### config.mk
export PLATFORM = sky130hd
export DESIGN_NAME = hdlc_bit_tx
export DESIGN_NICKNAME = d
export VERILOG_FILES = /design/src/rtl/hdlc_tx_pkg.sv /design/src/rtl/hdlc_tx_inbuf.sv /design/src/rtl/hdlc_tx_crc.sv /design/src/rtl/hdlc_tx_stuff.sv /design/src/rtl/hdlc_bit_tx.sv
export SDC_FILE = /design/constraint.sdc
export NUM_CORES = 1
export LEC_CHECK = 0
export BUFFER_PORTS_ARGS = -buffer_cell sky130_fd_sc_hd__buf_2
export CAP_MARGIN = 20
export CORE_MARGIN = 5
export CORE_UTILIZATION = 46
export CTS_CLUSTER_SIZE = 12
export DETAILED_ROUTE_END_ITERATION = 10
export HOLD_SLACK_MARGIN = 0.12
export PLACE_DENSITY = 0.74
export SETUP_SLACK_MARGIN = 0.5
export SLEW_MARGIN = 20
export SYNTH_ARGS = -nofsm -noshare
export SYNTH_HDL_FRONTEND = slang
export SYNTH_HIERARCHICAL = 1
export SYNTH_SLANG_ARGS = --single-unit
### constraint.sdc
create_clock -name clk -period 2.3 [get_ports clk]
set_input_delay 0.23 -clock clk [delete_from_list [all_inputs] [get_ports clk]]
set_output_delay 0.23 -clock clk [all_outputs]
set_load 0.05 [all_outputs]
### src/rtl/hdlc_tx_pkg.sv
package hdlc_tx_pkg;
    localparam int unsigned FLAG_LEN = 8;
    localparam logic [FLAG_LEN-1:0] FLAG_PATTERN = 8'h7E;

    typedef enum logic [1:0] {
        ST_FLAG,
        ST_DATA,
        ST_FCS
    } tx_state_e;
endpackage

### src/rtl/hdlc_tx_inbuf.sv
module hdlc_tx_inbuf #(
    parameter int unsigned DATA_W = 8
) (
    input  logic              clk,
    input  logic              rst_n,
    input  logic              in_valid,
    input  logic [DATA_W-1:0] in_data,
    input  logic              in_last,
    output logic              in_ready,
    input  logic              block,
    input  logic              take,
    output logic              hold_v,
    output logic [DATA_W-1:0] hold_d,
    output logic              hold_last
);
    logic first_q;
    logic accept;

    assign in_ready = !hold_v && !block;
    assign accept   = in_valid && in_ready;

    always_ff @(posedge clk or negedge rst_n) begin
        if (!rst_n) begin
            hold_v    <= 1'b0;
            hold_d    <= '0;
            hold_last <= 1'b0;
            first_q   <= 1'b1;
        end else begin
            if (take) begin
                hold_v <= 1'b0;
            end
            if (accept) begin
                first_q <= in_last;
                // a frame whose first byte is also its last is dropped
                if (!(first_q && in_last)) begin
                    hold_v    <= 1'b1;
                    hold_d    <= in_data;
                    hold_last <= in_last;
                end
            end
        end
    end
endmodule

### src/rtl/hdlc_tx_crc.sv
module hdlc_tx_crc #(
    parameter int unsigned   CRC_W = 16,
    parameter logic [CRC_W-1:0] POLY = 16'h8408,
    parameter logic [CRC_W-1:0] SEED = 16'hFFFF
) (
    input  logic             clk,
    input  logic             rst_n,
    input  logic             init,
    input  logic             feed,
    input  logic             drain,
    input  logic             din,
    output logic [CRC_W-1:0] crc_q
);
    logic fb;
    assign fb = crc_q[0] ^ din;

    always_ff @(posedge clk or negedge rst_n) begin
        if (!rst_n) begin
            crc_q <= SEED;
        end else if (init) begin
            crc_q <= SEED;
        end else if (feed) begin
            crc_q <= {1'b0, crc_q[CRC_W-1:1]} ^ (fb ? POLY : '0);
        end else if (drain) begin
            crc_q <= {1'b1, crc_q[CRC_W-1:1]};
        end
    end
endmodule

### src/rtl/hdlc_tx_stuff.sv
module hdlc_tx_stuff #(
    parameter int unsigned RUN_LEN = 5
) (
    input  logic clk,
    input  logic rst_n,
    input  logic adv,
    input  logic stuffable,
    input  logic bit_in,
    output logic pend
);
    localparam int unsigned CW = $clog2(RUN_LEN + 1);
    logic [CW-1:0] ones;

    always_ff @(posedge clk or negedge rst_n) begin
        if (!rst_n) begin
            pend <= 1'b0;
            ones <= '0;
        end else if (adv) begin
            if (pend) begin
                pend <= 1'b0;
                ones <= '0;
            end else if (stuffable && bit_in) begin
                if (ones == CW'(RUN_LEN - 1)) begin
                    pend <= 1'b1;
                    ones <= '0;
                end else begin
                    ones <= ones + 1'b1;
                end
            end else begin
                ones <= '0;
            end
        end
    end
endmodule

### src/rtl/hdlc_bit_tx.sv
module hdlc_bit_tx
    import hdlc_tx_pkg::*;
#(
    parameter int unsigned   DATA_W   = 8,
    parameter int unsigned   RUN_LEN  = 5,
    parameter int unsigned   CRC_W    = 16,
    parameter logic [CRC_W-1:0] CRC_POLY = 16'h8408,
    parameter logic [CRC_W-1:0] CRC_SEED = 16'hFFFF
) (
    input  logic              clk,
    input  logic              rst_n,
    input  logic              bit_en,
    input  logic              in_valid,
    input  logic [DATA_W-1:0] in_data,
    input  logic              in_last,
    output logic              in_ready,
    output logic              tx_bit
);
    localparam int unsigned CNT_W = $clog2(CRC_W);

    tx_state_e          state, nxt_state;
    logic [CNT_W-1:0]   cnt, nxt_cnt;
    logic [DATA_W-1:0]  shreg;
    logic               cur_last;
    logic               pend;
    logic               step;
    logic               hold_v, hold_last;
    logic [DATA_W-1:0]  hold_d;
    logic [CRC_W-1:0]   crc_q;
    logic               do_load, do_init, do_feed, do_drain, do_shift;
    logic               nbit, stuffable;

    assign step = bit_en && !pend;

    hdlc_tx_inbuf #(.DATA_W(DATA_W)) u_inbuf (
        .clk(clk), .rst_n(rst_n),
        .in_valid(in_valid), .in_data(in_data), .in_last(in_last),
        .in_ready(in_ready), .block(pend), .take(step && do_load),
        .hold_v(hold_v), .hold_d(hold_d), .hold_last(hold_last)
    );

    hdlc_tx_crc #(.CRC_W(CRC_W), .POLY(CRC_POLY), .SEED(CRC_SEED)) u_crc (
        .clk(clk), .rst_n(rst_n),
        .init(step && do_init), .feed(step && do_feed),
        .drain(step && do_drain), .din(nbit), .crc_q(crc_q)
    );

    hdlc_tx_stuff #(.RUN_LEN(RUN_LEN)) u_stuff (
        .clk(clk), .rst_n(rst_n), .adv(bit_en),
        .stuffable(stuffable), .bit_in(nbit), .pend(pend)
    );

    // next state and per-bit controls
    always_comb begin
        nxt_state = state;
        nxt_cnt   = cnt + 1'b1;
        do_load   = 1'b0;
        do_init   = 1'b0;
        do_feed   = 1'b0;
        do_drain  = 1'b0;
        do_shift  = 1'b0;
        stuffable = 1'b0;
        nbit      = 1'b0;
        unique case (state)
            ST_FLAG: begin
                nbit = FLAG_PATTERN[cnt[2:0]];
                if (cnt == CNT_W'(FLAG_LEN - 1)) begin
                    nxt_cnt = '0;
                    if (hold_v) begin
                        nxt_state = ST_DATA;
                        do_load   = 1'b1;
                        do_init   = 1'b1;
                    end
                end
            end
            ST_DATA: begin
                nbit      = shreg[0];
                stuffable = 1'b1;
                do_feed   = 1'b1;
                do_shift  = 1'b1;
                if (cnt == CNT_W'(DATA_W - 1)) begin
                    nxt_cnt = '0;
                    if (!cur_last && hold_v) begin
                        do_load = 1'b1;
                    end else begin
                        nxt_state = ST_FCS;
                    end
                end
            end
            ST_FCS: begin
                nbit      = ~crc_q[0];
                stuffable = 1'b1;
                do_drain  = 1'b1;
                if (cnt == CNT_W'(CRC_W - 1)) begin
                    nxt_cnt   = '0;
                    nxt_state = ST_FLAG;
                end
            end
            default: begin
                nxt_state = ST_FLAG;
                nxt_cnt   = '0;
            end
        endcase
    end

    // state register
    always_ff @(posedge clk or negedge rst_n) begin
        if (!rst_n) begin
            state    <= ST_FLAG;
            cnt      <= '0;
            shreg    <= '0;
            cur_last <= 1'b0;
        end else if (step) begin
            state <= nxt_state;
            cnt   <= nxt_cnt;
            if (do_load) begin
                shreg    <= hold_d;
                cur_last <= hold_last;
            end else if (do_shift) begin
                shreg <= {1'b0, shreg[DATA_W-1:1]};
            end
        end
    end

    // line output
    always_ff @(posedge clk or negedge rst_n) begin
        if (!rst_n) begin
            tx_bit <= 1'b0;
        end else if (bit_en) begin
            tx_bit <= pend ? 1'b0 : nbit;
        end
    end
endmodule


==> flow_summary.ini, run 1 <==
[detailed_routing]
viasPerCell = 5.38
first_iter_violations = 66
drt-pass1-iter-count = 4
avgRoutedWirePerCell_um = 15.2
route.antenna.remaining_nets = 0
post-route-drc-count = 0
totalWireLength_mm = 4.92
vias = 1738

[synthesis]
synth_edf_count = 0
netlist_area_mm2 = 0.00252
synth_seq_area_share = 0.476
synth_fp_nets = 240
yosys_warnings = 6
synth.distinct_cells = 51
syn_avg_cell_area_um2 = 11.5
synthCells = 219
synth-seq-cells = 47
async_flop_share = 1.00
synth_ff_type = dfrtp_1

[layout]
diodes = 0
design.final.nets = 271
layout-drive-gt1-share = 0.482
n_fill_cell = 450
syn2layout_area_growth_pct = 20.7

[timing]
tightest_slew_ps = 792
setup_viol = 0
finalCriticalPeriod_ps = 1940
rsz0062_at_grt = true
hold_viol = 0
hold-worst-slack_ps = 153
finalCritPeriodShare = 0.843
drv_slew = 0
finalClockSkew_ps = 5.26
fmax_ghz = 0.515
relSlewSlack = 0.472
setup_tns_ps = 0

[flow_run]
drv_cap = 0

[grt]
grt.total_usage = 0.142
grt_pass1_wl_mm = 8.20
first_global_vias = 1771
gr-total-overflow = 0
grt_max_degree = 37
grt_antenna_before_repair = 0

[worst_setup_path]
crit_required_ps = 2490
critPathCaptureType = flip-flop
path_class = reg2reg
worstSetupStartpointType = flip-flop
setup.worst_path.start = state[0]$_DFFE_PN0P_
critPathArrivalTime_ps = 2130
critPathMaxFanout = 5
reg2reg_from = state[0]$_DFFE_PN0P_

[cts]
cts_tree = done
clk_latency_ps = 300
cts_max_path_buffers = 2
clockRootBuffer = clkbuf_8
htreeDepth = 2
clk_pin_slew_ps = 90
clkSinkCount = 47
numCtsBuffers = 5

[hold_path]
hp-class = in2reg
min-delay-start = in_data[4]

[die]
die-area_mm2 = 0.00705
core_area_mm2 = 0.00541
rows = 27
pin_count = 15
start_util = 0.466
die_h_um = 84.0
die_w_um = 84.0

[placement]
portBuffers = 14
hpwl_mm = 3.00
place_congestion = 0.826

[run_status]
outcome = finished, final reports clean

[power_and_ir_drop]
leakage_nw = 1.34
power_density_mw_per_mm2 = 1260
peakVddDrop_v = 0.000664
-- cell usage after synthesis (all sizes together) (2+ instances only) --
master   number  area share
nand2b        2      0.0050
inv          14       0.021
a21o          2      0.0089
dfstp        17        0.18
o2bb2ai       7       0.024
clkbuf        2      0.0030
ha            8       0.040
a32oi         2      0.0070
nor2         36       0.066
buf           6       0.029
dfrtp        30        0.30
o21ai        10       0.024
mux2i        10       0.040
mux2         11       0.063
nand2         2      0.0030
and2          9       0.022
nand3         8       0.016
o31a          2      0.0070
nor3          3      0.0080
a21oi        15       0.049
nor2b         3      0.0075
-- per-layer routing --
| layer | share of wire | GRT usage | up-vias | wire [um] |
|---|---|---|---|---|
| met5 | 0 | 0 | - | 0 |
| met4 | 0.012 | 0.0453 | 0 | 61 |
| met3 | 0.026 | 0.0346 | 6 | 126 |
| met2 | 0.50 | 0.239 | 25 | 2450 |
| met1 | 0.46 | 0.180 | 871 | 2280 |
| li1 | - | - | 836 | - |
-- final cells by class --
class	instances	area [um^2]	share of cell area
inverters	14	55.1	0.0181
clock buffers	5	68.8	0.0227
flip-flops and latches	47	1200	0.395
multi-input cells	153	1370	0.451
repair buffers	29	205	0.0675
clock inverters	3	47.5	0.0157
well taps	72	90.1	0.0297
-- timing repair --
action                                  CTS  global route
hold buffers                              1             0
resized for setup                        20            12
cloned                                    1             2
pin swaps                                13            10
endpoints found under the setup margin   22            33
buffers inserted                          8             2
endpoints found under the hold margin    30             0
-- final timing paths --
| check | slack, ps | cells past startpoint | to |
|---|---|---|---|
| hold / removal | 150 | 2 | u_inbuf/hold_d[4]$_DFFE_PN0P_ |
| setup reg to reg | 360 | 7 | state[0]$_DFFE_PN0P_ |
| min in group asynchronous | 540 | 2 | tx_bit$_DFFE_PN0P_ |
| setup / recovery | 360 | 7 | state[0]$_DFFE_PN0P_ |
| hold reg to reg | 490 | 1 | shreg[2]$_DFFE_PN0P_ |
| max in group asynchronous | 1060 | 3 | u_crc/crc_q[11]$_DFFE_PN1P_ |
-- stage by stage --
stage          setup slack, ps  total power, mW   util  instances  instance area, um^2
2_1_floorplan              397             2.67      -        219                 2570
3_3_place_gp               416             2.84  0.495        301                 2680
3_5_place_dp               321             2.88  0.495        301                 2680
4_1_cts                    433             3.71  0.546        319                 2950
5_1_grt                    286             4.08  0.562        323                 3040
6_report                   360             3.83  0.562        323                 3040
-- cell usage in the layout, fill, tap and decap left out, drive strengths merged, types with 9 or more instances in the layout --
master   n
and2     9
mux2    11
mux2i   10
inv     15
o21ai   10
dfrtp   30
buf     28
dfstp   17
a21oi   15
nor2    36
-- report_power, final --
group / switching (mW) / internal [mW]
Combinational: 0.866 / 0.820
Sequential: 0.277 / 1.24
Clock: 0.295 / 0.330
-- worst max-delay path, cell delays in order, from the launching register on --
cell and delay, ps:
dfrtp_1 420, buf_6 140, ha_4 170, buf_4 140
nor3b_4 200, a211oi_4 120, a2111oi_4 310, mux2_4 340
-- logic make-up after synthesis --
| group | after synthesis | synth area share |
|---|---|---|
| mux | 21 | 0.102 |
| fa+ha+maj | 8 | 0.0398 |
| flops | 47 | 0.476 |
| buf+inv | 22 | 0.0532 |
| compound gates | 46 | 0.157 |
| simple gates | 74 | 0.168 |
| xor+xnor | 1 | 0.00348 |
-- state kept, by name (all words and copies together), names as in the netlist --
name               cells
u_inbuf/hold_last      1
u_inbuf/first_q        1
u_crc/crc_q           16
cur_last               1
u_stuff/pend           1
state                  2
tx_bit                 1
cnt                    4
u_inbuf/hold_d         8
u_stuff/ones           3
u_inbuf/hold_v         1
shreg                  8
No activity file was read; power rests on OpenSTA's default activity.
==> run 2, diff against run 1 <==
- ABC_AREA: not set -> 1
- clock period: 2.3 -> 1.8 ns (I/O delays scaled with it)
==> run 2 against run 1 <==
Setup slack worse by 250 ps; synthesized cell count rose by 25%; final cell count is 23% higher; clock skew increased by 5.9 ps; routed wire length increased by 14%; core utilization increased by 7.9 points; sequential cell count unchanged; clock-buffer cell count is 2 higher; combinational power increased by 63%; critical endpoint is now u_crc/crc_q[4]$_DFFE_PN1P_.
==> flow_summary.ini, run 2 <==
[worst_setup_path]
crit_required_ps = 2040
cp_slowest_cell = dfrtp_2
critPathCaptureType = flip-flop
worstSetupStartpointType = flip-flop
rrSetupSlack_ps = 110
critPathArrivalTime_ps = 1930
max_stage_delay_ps = 450
path_class = reg2reg
reg2reg_depth = 9
reg2reg_from = state[1]$_DFFE_PN0P_
r2r-end = u_crc/crc_q[4]$_DFFE_PN1P_
critPathCapture = u_crc/crc_q[4]$_DFFE_PN1P_
critPathMaxFanout = 7
setup.worst_path.start = state[1]$_DFFE_PN0P_
crit_chain = inv_2 > ha_4 > nand2_4 > nor3_4 > buf_6 > nor3_4 > buf_6 > buf_16 > a22oi_2

[placement]
place_congestion = 0.763
dpl_cell_area_mm2 = 0.00268
portBuffers = 14
hpwl_mm = 3.06

[synthesis]
yosysMostFrequentCell = nand2_1
synthTopCellsByCount = nand2_1, inv_1, dfrtp_1
synth.distinct_cells = 32
yosys-top-cells-area = dfrtp_1, dfstp_2, nand2_1
synth_largest_area_cell = dfrtp_1
synthCells = 273
yosys_warnings = 6
async_flop_share = 1.00
syn_avg_cell_area_um2 = 9.03
netlist_area_mm2 = 0.00247
synth_top_area_share = 0.304
synth_seq_area_share = 0.486
synth_edf_count = 0
synth_ff_type = dfrtp_1
synth_fp_nets = 294
synth-seq-cells = 47

[layout]
regMostFlops = u_crc/crc_q
top_regs = u_crc/crc_q x16, shreg x8, u_inbuf/hold_d x8
largest_reg_flops = 16
n_fill_cell = 392
layout_common_cells = nand2_1, inv_1, dfrtp_1
final_common_cell = nand2_1
layout-drive-gt1-share = 0.457
syn2layout_area_growth_pct = 34.5
postLayoutCellArea_mm2 = 0.00332
design.final.nets = 348
diodes = 0

[cts]
clk_pin_slew_ps = 90
numCtsBuffers = 5
clk_latency_ps = 320
clkSinkCount = 47
cts_tree = done
htreeDepth = 2
cts_max_path_buffers = 2
clockRootBuffer = clkbuf_8

[grt]
first_global_vias = 2058
grt_antenna_before_repair = 0
grt.total_usage = 0.166
gr-total-overflow = 0
grt_pass1_wl_mm = 9.40
grt_max_degree = 48

[timing]
rsz0062_at_grt = true
finalCriticalPeriod_ps = 1690
hold_viol = 0
relSlewSlack = 0.615
hold-worst-slack_ps = 122
tightest_slew_ps = 578
finalCritPeriodShare = 0.937
fmax_ghz = 0.593
setup_tns_ps = 0
drv_slew = 0
finalClockSkew_ps = 11.1
setup_viol = 0

[detailed_routing]
drt-pass1-iter-count = 4
totalWireLength_mm = 5.60
first_iter_violations = 106
avgRoutedWirePerCell_um = 14.1
vias = 2030
post-route-drc-count = 0
viasPerCell = 5.10
route.antenna.remaining_nets = 0

[power_and_ir_drop]
peakVddDrop_v = 0.000847
leakage_nw = 1.62
power_density_mw_per_mm2 = 1580

[hold_path]
hp-class = in2reg
min-delay-start = in_data[7]

[die]
rows = 26
pin_count = 15
start_util = 0.477
die_w_um = 83.2
core_area_mm2 = 0.00517
die-area_mm2 = 0.00693
die_h_um = 83.2

[run_status]
outcome = finished, final reports clean

[flow_run]
drv_cap = 0
[run 2: cell types whose count changed after synthesis, moves of 7 or more]
cell and change:
a22oi_2 +10, nand3_1 +17, a21oi_2 -13, o2bb2ai_1 -7, and2_1 -9, nor2_1 -24
mux2_4 -9, mux2i_1 -10, o21ai_1 +9, nand2_1 +79, nand4_1 +10, inv_1 +19
[run 2: timing repair]
| item | in CTS | in global routing |
|---|---|---|
| hold endpoints to repair | 32 | 0 |
| setup buffers | 19 | 7 |
| setup endpoints to repair | 38 | 38 |
| hold buffers | 3 | 0 |
| gates resized for setup | 44 | 28 |
| pin swaps | 20 | 15 |
| cloned | 4 | 0 |
[run 2: metal layers]
layer / track usage / share of wire / vias to the layer above
li1: - / - / 1003
met1: 0.204 / 0.44 / 971
met2: 0.278 / 0.50 / 44
met3: 0.0386 / 0.036 / 12
met4: 0.0743 / 0.021 / 0
met5: 0 / 0 / -
[run 2: worst min path at each step]
stage / end / cells past startpoint
2_1_floorplan: cnt[0]$_DFFE_PN0P_ / 0
3_3_place_gp: cnt[2]$_DFFE_PN0P_ / 2
3_5_place_dp: cnt[2]$_DFFE_PN0P_ / 2
4_1_cts: u_inbuf/hold_d[7]$_DFFE_PN0P_ / 3
5_1_grt: u_inbuf/hold_d[7]$_DFFE_PN0P_ / 3
6_report: u_inbuf/hold_d[7]$_DFFE_PN0P_ / 3
[run 2: power by group]
group / internal (mW) / switching (mW) / leakage (nW)
clock: 0.315 / 0.368 / 0.0484
combinational: 1.23 / 1.53 / 1.01
sequential: 1.52 / 0.269 / 0.565
total: 3.06 / 2.17 / 1.62
[run 2: worst max-delay path: cells and delay by family (launching register included)]
kind | cells | cell delay [ps]
adders and majority gates | 1 | 170
buffers and inverters | 4 | 510
and+or+nand+nor | 3 | 310
DFF | 1 | 450
AOI/OAI and AO/OA | 1 | 160
[run 2: stage by stage]
step	instances	setup slack [ps]	util	total power [mW]
after detailed placement	357	70.5	0.518	3.53
after global placement	357	131	0.518	3.46
after CTS	391	153	0.611	4.84
final	398	114	0.641	5.23
after global routing	398	47.4	0.641	5.60
after floorplan	273	267	-	3.19
[run 2: cells by family after synthesis]
family | after synthesis | share of synthesized area
XOR/XNOR | 1 | 0.00355
buffers and inverters | 43 | 0.0781
AND/OR/NAND/NOR | 138 | 0.281
AO/OA/AOI/OAI | 36 | 0.111
flip-flops | 47 | 0.486
adder cells (fa/ha/maj) | 8 | 0.0406
[run 2: final cells by class]
cell class	instances	area [um^2]	share of cell area
multi-input combinational	186	1360	0.410
sequential	47	1200	0.363
timing repair buffer	48	405	0.122
inverter	39	166	0.0502
tap	70	87.6	0.0264
clock buffer	7	86.3	0.0260
clock inverter	1	8.76	0.00264
==> run 3, diff against run 2 <==
- CTS_BUF_LIST: not set -> sky130_fd_sc_hd__clkbuf_4
==> run 3 against run 2 <==
Clock skew is 11 ps higher; total power down 2.8%; via count rose by 4.9%; highest routed layer unchanged; core utilization up 2.7 points; sequential cell count did not move.
==> flow_summary.ini, run 3 (synthesized netlist as in run 2, its figures left out) <==
[run_status]
outcome = finished, final reports clean

[timing]
setup_tns_ps = 0
finalCritPeriodShare = 0.941
finalClockSkew_ps = 21.8
finalCriticalPeriod_ps = 1690
drv_slew = 0
tightest_slew_ps = 591
rsz0062_at_grt = true
hold_viol = 0
relSlewSlack = 0.606
setup_viol = 0
fmax_ghz = 0.590

[die]
core_area_mm2 = 0.00517
rows = 26
pin_count = 15
die-area_mm2 = 0.00693
die_w_um = 83.2
start_util = 0.477
die_h_um = 83.2

[grt]
met3_usage = 0.0396
busiest_layer = met2
grt.total_usage = 0.167
grt_pass1_wl_mm = 9.51
first_global_vias = 2134
grt_max_degree = 48
use_met2 = 0.291
grt_antenna_before_repair = 0
gr-total-overflow = 0
grtUsageMet1 = 0.197

[layout]
multi_input_area_mm2 = 0.00141
syn2layout_area_growth_pct = 40.1
largest_reg_flops = 16
layout_common_cells = nand2_1, inv_1, dfrtp_1
design.final.nets = 361
diodes = 0
final_common_cell = nand2_1
regMostFlops = u_crc/crc_q
n_fill_cell = 376
top_regs = u_crc/crc_q x16, shreg x8, u_inbuf/hold_d x8
layout-drive-gt1-share = 0.481
postLayoutCellArea_mm2 = 0.00346
seq_area_mm2 = 0.00120

[worst_setup_path]
worstSetupStartpointType = flip-flop
critPathMaxFanout = 4
critPathCaptureType = flip-flop
critPathArrivalTime_ps = 2020
path_class = reg2reg
reg2reg_depth = 13
crit_required_ps = 2130

[placement]
hpwl_mm = 3.06
place_congestion = 0.763
portBuffers = 14
dpl_cell_area_mm2 = 0.00268

[cts]
htreeDepth = 2
clk_pin_slew_ps = 150
cts_max_path_buffers = 2
numCtsBuffers = 5
clockRootBuffer = clkbuf_4
cts_tree = done
clkSinkCount = 47
clk_latency_ps = 380

[detailed_routing]
vias = 2130
totalWireLength_mm = 5.97
first_iter_violations = 89
route.antenna.remaining_nets = 0
viasPerCell = 5.18
drt-pass1-iter-count = 4
post-route-drc-count = 0
avgRoutedWirePerCell_um = 14.5

[flow_run]
drv_cap = 0

[hold_path]
hp-class = in2reg
holdPathStages = 4

[power_and_ir_drop]
peakVddDrop_v = 0.000876
power_density_mw_per_mm2 = 1470
leakage_nw = 1.68
==> run 3: cell count changes in the layout (fill, tap and decap cells not counted), moves of 2 or more <==
cell / before / now
nand2_1: 72 / 68
nand2_2: 8 / 12
nand3_1: 20 / 15
dlygate4sd3_1: 3 / 15
clkbuf_4: 0 / 6
nand3_2: 5 / 11
clkbuf_8: 6 / 0
o21ai_1: 5 / 3
==> run 3: critical path, cell delays in order (launching register included) <==
cell and delay (ps):
dfrtp_1 450, inv_2 120, ha_4 160, inv_4 40, nor2_4 120, a21oi_2 60
a21oi_4 230, inv_2 70, nand2_4 80, nand3_2 70, nand2_1 70, nand3_1 70
nand2_1 60, inv_1 40
==> run 3: area by class of cell <==
type	instances	area share
Clock buffer	6	0.0130
Tap cell	70	0.0253
Clock inverter	2	0.00362
Timing Repair Buffer	60	0.154
Multi-Input combinational cell	187	0.408
Sequential cell	47	0.348
Inverter	39	0.0489
==> run 3: where the power goes <==
| group | internal [mW] | total [mW] | switching [mW] |
|---|---|---|---|
| sequential | 1.52 | 1.80 | 0.282 |
| clock | 0.167 | 0.513 | 0.346 |
| combinational | 1.19 | 2.77 | 1.58 |
==> run 3: per-layer routing <==
| layer | part of all wire | vias to the layer above | wire [um] |
|---|---|---|---|
| met5 | 0 | - | 0 |
| met4 | 0.021 | 0 | 123 |
| met3 | 0.043 | 9 | 257 |
| met2 | 0.51 | 55 | 3020 |
| met1 | 0.43 | 1031 | 2560 |
| li1 | - | 1035 | - |
==> run 3: worst paths after layout <==
check	start	endpoint	slack [ps]
setup / recovery	state[0]$_DFFE_PN0P_	u_crc/crc_q[10]$_DFFE_PN1P_	110
hold / removal	bit_en	u_stuff/ones[1]$_DFFE_PN0P_	310
setup reg to reg	state[0]$_DFFE_PN0P_	u_crc/crc_q[10]$_DFFE_PN1P_	110
hold reg to reg	u_inbuf/first_q$_DFFE_PN1P_	u_inbuf/first_q$_DFFE_PN1P_	490
max in group asynchronous	rst_n	u_inbuf/hold_v$_DFF_PN0_	950
min in group asynchronous	rst_n	cnt[0]$_DFFE_PN0P_	400
==> run 3: timing repair <==
action                                  4_1_cts  5_1_grt
gates cloned                                  4        1
setup buffers                                18        7
pin swaps                                    19       22
hold endpoints to repair                     44        0
endpoints found under the setup margin       38       38
hold buffers                                 16        0
gates resized for setup                      40       47
==> run 3: metrics by stage <==
step / instances / total power, mW / util / setup slack, ps / hold WS, ps
after global placement: 357 / 3.46 / 0.518 / 131 / 304
after floorplan: 273 / 3.19 / - / 267 / -116
after detailed placement: 357 / 3.53 / 0.518 / 70.5 / 308
after CTS: 403 / 4.65 / 0.625 / 160 / 415
final: 411 / 5.08 / 0.668 / 105 / 309
after global routing: 411 / 5.44 / 0.668 / 34.9 / 348
